$ cat src/rtl/hdlc_mon_pkg.sv
package hdlc_mon_pkg;
  localparam int unsigned STAT_W        = 8;
  localparam int unsigned STAT_IDLE_BIT = 0;
  localparam int unsigned STAT_CS_BIT   = 1;
  localparam int unsigned STAT_FLAG_BIT = 2;

  typedef enum logic {
    FLG_SEARCH = 1'b0,
    FLG_HOLD   = 1'b1
  } flag_state_e;
endpackage

$ cat src/rtl/hdlc_shift_win.sv
module hdlc_shift_win #(
  parameter int unsigned WIN_W = 8
) (
  input  logic             clk_i,
  input  logic             rst_ni,
  input  logic             bit_vld_i,
  input  logic             rx_bit_i,
  output logic [WIN_W-1:0] win_nxt_o,
  output logic             full_nxt_o
);
  localparam int unsigned FILL_W = $clog2(WIN_W + 1);
  localparam logic [FILL_W-1:0] FILL_MAX = FILL_W'(WIN_W);

  logic [WIN_W-1:0]  win_q;
  logic [FILL_W-1:0] fill_q;

  // Window as it will be after accepting the current bit.
  assign win_nxt_o  = {win_q[WIN_W-2:0], rx_bit_i};
  assign full_nxt_o = (fill_q >= FILL_MAX - FILL_W'(1));

  always_ff @(posedge clk_i or negedge rst_ni) begin
    if (!rst_ni) begin
      win_q  <= '0;
      fill_q <= '0;
    end else if (bit_vld_i) begin
      win_q <= win_nxt_o;
      if (fill_q != FILL_MAX) fill_q <= fill_q + FILL_W'(1);
    end
  end
endmodule

$ cat src/rtl/hdlc_flag_track.sv
module hdlc_flag_track
  import hdlc_mon_pkg::*;
#(
  parameter int unsigned      WIN_W   = 8,
  parameter logic [WIN_W-1:0] PATTERN = 8'h7E
) (
  input  logic             clk_i,
  input  logic             rst_ni,
  input  logic             bit_vld_i,
  input  logic [WIN_W-1:0] win_nxt_i,
  input  logic             full_nxt_i,
  output logic             flag_o
);
  localparam int unsigned GRP_W = $clog2(WIN_W);
  localparam logic [GRP_W-1:0] GRP_LAST = GRP_W'(WIN_W - 1);

  flag_state_e      state_q;
  logic [GRP_W-1:0] grp_cnt_q;
  logic             hit;

  assign hit = full_nxt_i && (win_nxt_i == PATTERN);

  always_ff @(posedge clk_i or negedge rst_ni) begin
    if (!rst_ni) begin
      state_q   <= FLG_SEARCH;
      grp_cnt_q <= '0;
    end else if (bit_vld_i) begin
      unique case (state_q)
        FLG_SEARCH: begin
          grp_cnt_q <= '0;
          if (hit) state_q <= FLG_HOLD;
        end
        FLG_HOLD: begin
          if (grp_cnt_q == GRP_LAST) begin
            // Aligned group complete: keep only on another flag.
            grp_cnt_q <= '0;
            if (!hit) state_q <= FLG_SEARCH;
          end else begin
            grp_cnt_q <= grp_cnt_q + GRP_W'(1);
          end
        end
        default: state_q <= FLG_SEARCH;
      endcase
    end
  end

  assign flag_o = (state_q == FLG_HOLD);
endmodule

$ cat src/rtl/hdlc_idle_det.sv
module hdlc_idle_det #(
  parameter int unsigned IDLE_RUN = 15
) (
  input  logic clk_i,
  input  logic rst_ni,
  input  logic bit_vld_i,
  input  logic rx_bit_i,
  output logic idle_o
);
  localparam int unsigned CNT_W = $clog2(IDLE_RUN + 1);
  localparam logic [CNT_W-1:0] CNT_SAT = CNT_W'(IDLE_RUN);

  logic [CNT_W-1:0] ones_q;

  always_ff @(posedge clk_i or negedge rst_ni) begin
    if (!rst_ni) begin
      ones_q <= '0;
    end else if (bit_vld_i) begin
      if (!rx_bit_i)             ones_q <= '0;
      else if (ones_q != CNT_SAT) ones_q <= ones_q + CNT_W'(1);
    end
  end

  assign idle_o = (ones_q == CNT_SAT);
endmodule

$ cat src/rtl/hdlc_line_monitor.sv
module hdlc_line_monitor
  import hdlc_mon_pkg::*;
#(
  parameter int unsigned WIN_W    = 8,
  parameter logic [7:0]  PATTERN  = 8'h7E,
  parameter int unsigned IDLE_RUN = 15
) (
  input  logic              clk_i,
  input  logic              rst_ni,
  input  logic              bit_vld_i,
  input  logic              rx_bit_i,
  input  logic              carrier_i,
  output logic [STAT_W-1:0] status_o
);
  logic [WIN_W-1:0] win_nxt;
  logic             full_nxt;
  logic             flag;
  logic             idle;
  logic             carrier_q;

  hdlc_shift_win #(.WIN_W(WIN_W)) u_win (
    .clk_i      (clk_i),
    .rst_ni     (rst_ni),
    .bit_vld_i  (bit_vld_i),
    .rx_bit_i   (rx_bit_i),
    .win_nxt_o  (win_nxt),
    .full_nxt_o (full_nxt)
  );

  hdlc_flag_track #(.WIN_W(WIN_W), .PATTERN(WIN_W'(PATTERN))) u_flag (
    .clk_i      (clk_i),
    .rst_ni     (rst_ni),
    .bit_vld_i  (bit_vld_i),
    .win_nxt_i  (win_nxt),
    .full_nxt_i (full_nxt),
    .flag_o     (flag)
  );

  hdlc_idle_det #(.IDLE_RUN(IDLE_RUN)) u_idle (
    .clk_i     (clk_i),
    .rst_ni    (rst_ni),
    .bit_vld_i (bit_vld_i),
    .rx_bit_i  (rx_bit_i),
    .idle_o    (idle)
  );

  always_ff @(posedge clk_i or negedge rst_ni) begin
    if (!rst_ni) carrier_q <= 1'b0;
    else         carrier_q <= carrier_i;
  end

  always_comb begin
    status_o                = '0;
    status_o[STAT_FLAG_BIT] = flag;
    status_o[STAT_CS_BIT]   = carrier_q;
    status_o[STAT_IDLE_BIT] = idle;
  end
endmodule

$ cat config.mk
export PLATFORM = sky130hd
export DESIGN_NAME = hdlc_line_monitor
export DESIGN_NICKNAME = d
export VERILOG_FILES = /design/src/rtl/hdlc_mon_pkg.sv /design/src/rtl/hdlc_shift_win.sv /design/src/rtl/hdlc_flag_track.sv /design/src/rtl/hdlc_idle_det.sv /design/src/rtl/hdlc_line_monitor.sv
export SDC_FILE = /design/constraint.sdc
export NUM_CORES = 1
export LEC_CHECK = 0
export ABC_AREA = 1
export BUFFER_PORTS_ARGS = -buffer_cell sky130_fd_sc_hd__buf_2
export CAP_MARGIN = 25
export CORE_MARGIN = 8
export CORE_UTILIZATION = 30
export CTS_BUF_LIST = sky130_fd_sc_hd__clkbuf_8
export CTS_CLUSTER_DIAMETER = 50
export DETAILED_ROUTE_END_ITERATION = 10
export REMOVE_ABC_BUFFERS = 1
export SLEW_MARGIN = 25
export SYNTH_ARGS = -nofsm -noshare
export SYNTH_HDL_FRONTEND = slang
export SYNTH_SLANG_ARGS = --single-unit
$ cat constraint.sdc
create_clock -name clk_i -period 1 [get_ports clk_i]
set_input_delay 0.1 -clock clk_i [delete_from_list [all_inputs] [get_ports clk_i]]
set_output_delay 0.1 -clock clk_i [all_outputs]
set_load 0.01 [all_outputs]
# Yosys cells after proc, flatten, opt, wreduce, memory -nomap -nowiden

Index checks and enable logic that the tools add are counted.

$add $sub $neg: 3
Order comparisons: 1
Equality and inequality tests: 6
Muxes and demuxes: 7
Bitwise logic cells: 1
Reductions and logical operators: 3

Operators with widths:

| cell                                                                    | count |
|---|---|
| 4-bit by 1-bit adder with 4-bit output, second input constant           | 2 |
| 8-bit by 7-bit equality test with 1-bit output, second input constant   | 1 |
| 4-bit two-way mux                                                       | 2 |
| 4-bit inequality test, second input constant                            | 2 |
| 3-bit one-hot mux with 2 select lines                                   | 1 |
| 4-bit equality test, second input constant                              | 1 |
| 4-bit by 3-bit >= comparator with 1-bit output, second input constant   | 1 |
| 2-bit AND reduction                                                     | 2 |
| 3-bit by 1-bit adder with 3-bit output, second input constant           | 1 |
| 3-bit equality test, second input constant                              | 1 |
| 3-bit two-way mux                                                       | 1 |
| 1-bit two-way mux                                                       | 2 |
| 2-bit by 1-bit inequality test with 1-bit output, second input constant | 1 |
| 1-bit one-hot mux with 2 select lines                                   | 1 |
| 1-bit logical AND                                                       | 1 |
| 1-bit inverter                                                          | 1 |

Register bits after elaboration: 20
Word-level logic and storage cells: 27

# Longest topological paths before layout

Gate-level depths: netlist of the first run.

Depth in word-level cells: 5
Mapped depth: 7
Mapped depth without buffers: 7

# Hierarchy

Synthesis of the first run repeated with hierarchy kept, for this count alone.

Cell total of the unflattened synthesis: 128
Area total of the unflattened synthesis: 1,071.0 um^2

Modules (own cells, without submodules):

| module            | instances | cells each | area each (um^2) | sequential area each (um^2) |
|---|---|---|---|---|
| hdlc_shift_win    | 1         | 56         | 526.8            | 275.3 |
| hdlc_idle_det     | 1         | 33         | 236.5            | 100.1 |
| hdlc_flag_track   | 1         | 29         | 219.0            | 100.1 |
| hdlc_line_monitor | 1         | 10         | 88.8             | 25.0 |

# Least setup slack after synthesis of the first run

OpenSTA, ideal clock, no wires.

Path type: reg2reg
Start point: register u_idle.ones_q[0]
End point: register u_idle.ones_q[0]
Arrival time: 0.946 ns
Required time: 0.882 ns
Slack: -0.065 ns
Cell stages (with the launch flop): 6
Clock period less this slack: 1.065 ns
Path through: dfrtp_1 ha_1 nand3_2 nand2_2 xor2_1 nor2_1

Word-level cells in the longest chain between the ends: 3
Elaborated cells between the ends (all ways): 6

Ends and longest elaborated chain:

| item                                                                                  | line                | source |
|---|---|---|
| start: declaration                                                                    | hdlc_idle_det.sv:13 | `logic [CNT_W-1:0] ones_q;` |
| start signal: assignment                                                              | hdlc_idle_det.sv:20 | `else if (ones_q != CNT_SAT) ones_q <= ones_q + CNT_W'(1);` |
| 4-bit by 1-bit adder with 4-bit output or 4-bit inequality test (tied branches)       | hdlc_idle_det.sv:20 |  |
| 4-bit two-way mux or 2-bit by 1-bit inequality test with 1-bit output (tied branches) | n/a                 |  |
| 4-bit two-way mux or 2-bit AND reduction (tied branches)                              | n/a                 |  |

Several ways; a longest one is shown, not always the timed one. The select of a mux whose other input is x is not followed.
A chain may end at the register's enable or synchronous reset.

# Worst setup path after layout of the first run

Start point: register u_idle.ones_q[1]
End point: output port status_o[0]

Word-level cells in the longest chain between the ends: 1

Ends and longest elaborated chain:

| item                | line                    | source |
|---|---|---|
| 4-bit equality test | hdlc_idle_det.sv:24     | `assign idle_o = (ones_q == CNT_SAT);` |
| end: declaration    | hdlc_line_monitor.sv:13 | `output logic [STAT_W-1:0] status_o` |

No other way between the ends.

==> run metrics, run 1 <==
placed insts=166; row count=21; share of cells above drive strength 1=39.7%; vias post-DR=786; clock root buffer=clkbuf_8; leak pwr=0.646 nW; Avg Cell Area, Syn=8.99 um^2; Final Cycle Share=120%; Global Route Usage Sum=7.76%; die footprint=5470 um^2; Yosys top cell area share=49.7%; Synth area leaders=dfrtp_1, nand2_1, buf_4; Placed Area=1090 um^2; Fmax=832 MHz; ANT nets after route=0; Inserted Diodes=0; routed length per instance=11.2 um; clock insertion delay at the later pin of the skew report=0.26 ns; final WL=2.04 mm; maxcap violations=0; Power per Cell Area=1870 nW/um^2; Yosys reg bits=20; drt first-iter violations=28; Die X=73.9 um; Crit. End Element=output pin; failing checks=setup timing; Post-synth ARST share=100%; top_reg_cell synth=dfrtp_1; DRC=0; GR Overflow Total=0; Critical Path RT=0.90 ns; Fin. Hold Viols=0; critical path launch point type=register; Final GP Congestion=0.748; post-detail-place hpwl=1.32 mm; H-Tree Depth=1; clk_skew=0.00674 ns; IO buf count=7; status=finished, violations left; Final min period=1.20 ns; Final Cell Area=1340 um^2; Hold WC Path Type=input port to register; CTS Buf Count=3; Synth top cells by count=nand2_1, dfrtp_1, inv_1; yosys warns=0; Final Max Tran Viols=0; CTS tree=done; final setup violation count=13; Clock transition at path regs=0.07 ns; VDD IR max=907 uV; mapped cell area=1010 um^2; Final #Nets=147; vias in the first global route=793; register area share after synthesis=49.7%; Fillers=333; first-pass GRT wire length=3.29 mm; Area Overhead vs Synth=33.3%; Post-synth EDFFs=0; cells after synthesis=112; Die Ht=73.9 um; Crit Path Class=register to output pin; largest net degree at the start of global routing=21; synth unique cells=22; most common cell in the netlist=nand2_1; Core Region=3280 um^2; Setup WS post-layout=-0.201 ns; antenna violations before repair=0; clock sink total=20; worst-path fanout max=3; Detailed Routing Iterations Pass 1=4; critical path data arrival time=1.10 ns; RSZ-0062 raised after global routing=true; Design Power=2.52 mW; Starting Density=30.7%; deepest clock path buffer count=2; vias per std cell=4.32; final non-filler cell total=182; largest area contributor in the netlist=dfrtp_1; IO Pins=13
## cells by family (layout without fill, tap and decap cells)
| family | Yosys count | after routing | synth area share [%] |
|---|---|---|---|
| flip-flops | 20 | 20 | 49.7 |
| other | 1 | 5 | 0.372 |
| AND/OR/NAND/NOR | 45 | 45 | 19.9 |
| adder cells (fa/ha/maj) | 5 | 5 | 6.21 |
| buffers and inverters | 22 | 42 | 12.3 |
| XOR/XNOR | 4 | 4 | 3.48 |
| AO/OA/AOI/OAI | 15 | 15 | 8.07 |
## critical path, stage by stage (launching register included)
cell and delay, ns:
dfrtp_1 0.40, ha_2 0.21, nand3_4 0.07, inv_1 0.04
buf_2 0.13
## area by class of cell
class	instances	area, um^2	area share (%)
Clock buffer	4	55.1	4.10
Inverter	12	47.5	3.54
Multi-Input combinational cell	74	494	36.8
Sequential cell	20	502	37.4
Tap cell	46	57.6	4.29
Timing Repair Buffer	26	186	13.9
## worst paths after layout
kind | from | endpoint | slack [ns] | depth (start not counted)
max | u_idle.ones_q[1]$_DFFE_PN0P_ | status_o[0] | -0.20 | 4
min | rx_bit_i | u_idle.ones_q[1]$_DFFE_PN0P_ | 0.12 | 3
max reg2reg | u_idle.ones_q[1]$_DFFE_PN0P_ | u_idle.ones_q[3]$_DFFE_PN0P_ | -0.15 | 6
min reg2reg | u_win.win_q[5]$_DFFE_PN0P_ | u_win.win_q[5]$_DFFE_PN0P_ | 0.51 | 2
max in group asynchronous | rst_ni | u_flag.flag_o$_DFFE_PN0P_ | 0.33 | 2
min in group asynchronous | rst_ni | u_idle.ones_q[2]$_DFFE_PN0P_ | 0.32 | 2
## stage by stage
| stage | hold WS [ns] | util (%) | worst slack, ns | setup TNS (ns) |
|---|---|---|---|---|
| 6_report | 0.116 | 40.9 | -0.201 | -1.19 |
| 3_3_place_gp | 0.0693 | 33.1 | -0.0774 | -0.574 |
| 3_5_place_dp | 0.0807 | 33.1 | -0.136 | -0.975 |
| 4_1_cts | 0.120 | 38.7 | -0.203 | -1.17 |
| 5_1_grt | 0.143 | 40.9 | -0.244 | -2.05 |
| 2_1_floorplan | -0.196 | - | -0.0647 | -0.355 |
## per-layer routing
layer	GRT usage, %	vias to the layer above	part of all wire [%]
li1	-	396	-
met1	8.30	372	39
met2	13.3	16	54
met3	3.50	2	6.3
met4	2.44	0	0.59
met5	0	-	0
## power by group
group	switching, mW	internal (mW)
Clock	0.258	0.350
Sequential	0.159	0.963
Combinational	0.351	0.435
## layout by cell type (no fill, tap or decap), drive strengths merged
master and instances:
o21ai 12, nand4 2, buf 24, dlygate4sd3 2, ha 5, inv 12, nor2 4, xnor2 2
conb 5, o21a 1, nand3b 1, xor2 2, dfrtp 20, nand3 9, clkbuf 4, a21oi 2
nor3 1, nand2 28
## repair_timing
| action | in CTS | in global routing |
|---|---|---|
| hold buffers | 2 | 0 |
| cloned | 0 | 0 |
| resized for setup | 22 | 10 |
| setup endpoints to repair | 13 | 14 |
| endpoints found under the hold margin | 21 | 0 |
| buffers inserted | 5 | 6 |
| pin swaps | 5 | 13 |
## flip-flops by register name, indices dropped and copies added, names as in the netlist
register          cells
carrier_q             1
u_flag.flag_o         1
u_flag.grp_cnt_q      3
u_idle.ones_q         4
u_win.fill_q          4
u_win.win_q           7
Note: power is estimated with default switching activity, not from simulation.
==> run 2: changes to the inputs <==
Settings changed: SYNTH_HIERARCHICAL set to 1.
==> run 2 against run 1 <==
Effect of this change: the flow still finishes with violations (setup timing); highest routed layer unchanged; cell area rose by 7.6%; final cell count is 7.7% higher; combinational power up 13%; largest cell class is now multi-input gates; critical endpoint unchanged.
==> run metrics, run 2 <==
status=finished, violations left; failing checks=setup timing; register area share after synthesis=46.7%; drt first-iter violations=24; post-synthesis compound-gate area fraction=5.37%; largest registers=u_win/win_q (7), u_idle/ones_q (4), u_win/fill_q (4); Post-synth ARST share=100%; Crit. End Element=output pin; leak pwr=0.711 nW; RSZ-0062 raised after global routing=true; met1 WL=897 um; ANT nets after route=0; H-Tree Depth=1; antenna violations before repair=0; final setup violation count=13; post-synthesis adder-cell area fraction=5.84%; XOR/XNOR Fraction of Synth Area=0.818%; FF-to-FF End=u_idle/ones_q[2]$_DFFE_PN0P_; vias per std cell=4.33; reg2reg setup slack=-0.12 ns; first-pass GRT wire length=3.30 mm; top_reg_cell synth=dfrtp_1; worst r2r src=u_idle/ones_q[0]$_DFFE_PN0P_; Global Route Usage Sum=7.45%; Final GP Congestion=0.751; Die X=75.8 um; largest net degree at the start of global routing=21; Fin. Hold Viols=0; Die Ht=75.8 um; clock insertion delay at the later pin of the skew report=0.25 ns; Fmax=852 MHz; CTS Buf Count=3; yosys warns=6; Critical Path RT=0.90 ns; Final Cycle Share=117%; Area Overhead vs Synth=34.9%; IO Pins=13; clock root buffer=clkbuf_8; Avg Cell Area, Syn=8.37 um^2; simple-gate area share of the yosys netlist=25.7%; most common cell in the netlist=nand2_1; synth unique cells=23; WL met3=126 um; cells after synthesis=128; Crit Path Class=register to output pin; mapped cell area=1070 um^2; Inserted Diodes=0; Final min period=1.17 ns; Hold WC Path Type=input port to register; most frequent cells in the layout=nand2_1, dfrtp_1, buf_4; Detailed Routing Iterations Pass 1=4; Placed Area=1160 um^2; IO buf count=7; WL met2=1.09 mm; most common cell after layout, fill and taps aside=nand2_1; maxcap violations=0; share of cells above drive strength 1=40.0%; vias post-DR=849; Largest Register=u_win/win_q; vias in the first global route=791; Synth top cells by count=nand2_1, dfrtp_1, inv_1; Final Cell Area=1450 um^2; Power per Cell Area=1800 nW/um^2; max reg flops=7; post-detail-place hpwl=1.39 mm; Setup WS post-layout=-0.174 ns; largest area contributor in the netlist=dfrtp_1; Final #Nets=161; Final Max Tran Viols=0; area of the multi-input gates=559 um^2; deepest clock path buffer count=2; final non-filler cell total=196; crit path from=u_idle/ones_q[0]$_DFFE_PN0P_; CTS tree=done; Core Region=3390 um^2; FF+latch area=502 um^2; Fillers=342; critical path launch point type=register; top sig layer=met4; Yosys top cell area share=46.7%; Clock transition at path regs=0.07 ns; Starting Density=31.6%; routed length per instance=10.9 um; main combinational cell family by area after synthesis=simple AND/OR/NAND/NOR gates; worst r2r path cells=6; critical path data arrival time=1.07 ns; DRC=0; die footprint=5740 um^2; CP Capture Point=status_o[0]; placed insts=181; clock sink total=20; GR Overflow Total=0; VDD IR max=524 uV; Post-synth EDFFs=0; final WL=2.13 mm; clk_skew=0.00159 ns; mux cell area share after synthesis=1.05%; worst-path fanout max=2; Synth area leaders=dfrtp_1, nand2_1, buf_4; row count=21; Yosys reg bits=20
run 2: cell types whose count changed after synthesis, moves of 2 or more:
cell	previous run	this run
nand3_1	8	6
nor2_1	4	7
inv_1	10	16
xor2_1	2	0
nand4_1	2	4
o21ai_0	9	3
nand2_1	26	40
run 2: cell families after synthesis:
kind of cell / after synthesis
AO/OA/AOI/OAI: 10
XOR/XNOR: 1
adder cells (fa/ha/maj): 5
buffers and inverters: 28
flip-flops: 20
multiplexers: 1
other: 1
AND/OR/NAND/NOR: 62
run 2: per-stage QoR:
| stage | hold slack, ns | util, % | setup WS (ns) | TNS, ns | power [mW] |
|---|---|---|---|---|---|
| global route | 0.153 | 42.6 | -0.221 | -1.96 | 2.76 |
| global placement | 0.0713 | 34.1 | -0.0962 | -0.678 | 1.61 |
| CTS | 0.128 | 40.4 | -0.182 | -1.22 | 2.45 |
| finish | 0.142 | 42.6 | -0.174 | -1.22 | 2.61 |
| floorplan | -0.196 | - | -0.0668 | -0.472 | 1.42 |
| detailed placement | 0.0786 | 34.1 | -0.165 | -1.23 | 1.65 |
run 2: how the worst min path moves through the flow:
stage / slack, ns / end / cells past startpoint / start
after detailed placement: 0.08 / u_win/fill_q[3]$_DFFE_PN0P_ / 1 / rst_ni
after global placement: 0.07 / u_win/fill_q[3]$_DFFE_PN0P_ / 1 / rst_ni
after floorplan: -0.20 / carrier_q$_DFF_PN0_ / 0 / rst_ni
after CTS: 0.13 / u_win/win_q[0]$_DFFE_PN0P_ / 3 / rx_bit_i
final: 0.14 / u_win/win_q[0]$_DFFE_PN0P_ / 3 / rx_bit_i
after global routing: 0.15 / u_win/win_q[0]$_DFFE_PN0P_ / 3 / rx_bit_i
run 2: worst max-delay path: stages (launching register included):
cell	delay, ns
dfrtp_1	0.42
ha_4	0.18
nand3_4	0.08
inv_2	0.04
buf_6	0.11
run 2: metal layers:
metal	vias to the layer above	GRT usage, %
li1	432	-
met1	399	8.62
met2	14	12.4
met3	4	2.63
met4	0	2.56
met5	-	0
run 2: final cells by class:
class                   instances  area share [%]
multi-input cells              84            38.7
flip-flops and latches         20            34.7
well taps                      46            3.98
repair buffers                 24            13.4
inverters                      18            5.37
clock buffers                   4            3.81
run 2: what timing repair did:
item | 4_1_cts | 5_1_grt
endpoints found under the setup margin | 13 | 14
hold endpoints to repair | 21 | 0
buffers inserted | 6 | 3
gates resized for setup | 25 | 14
pin swaps | 12 | 6
hold buffers | 2 | 0
run 2: where the power goes:
part,internal (mW),leakage [nW],switching [mW]
Combinational,0.469,0.432,0.421
Clock,0.350,0.0288,0.265
Sequential,0.939,0.251,0.165
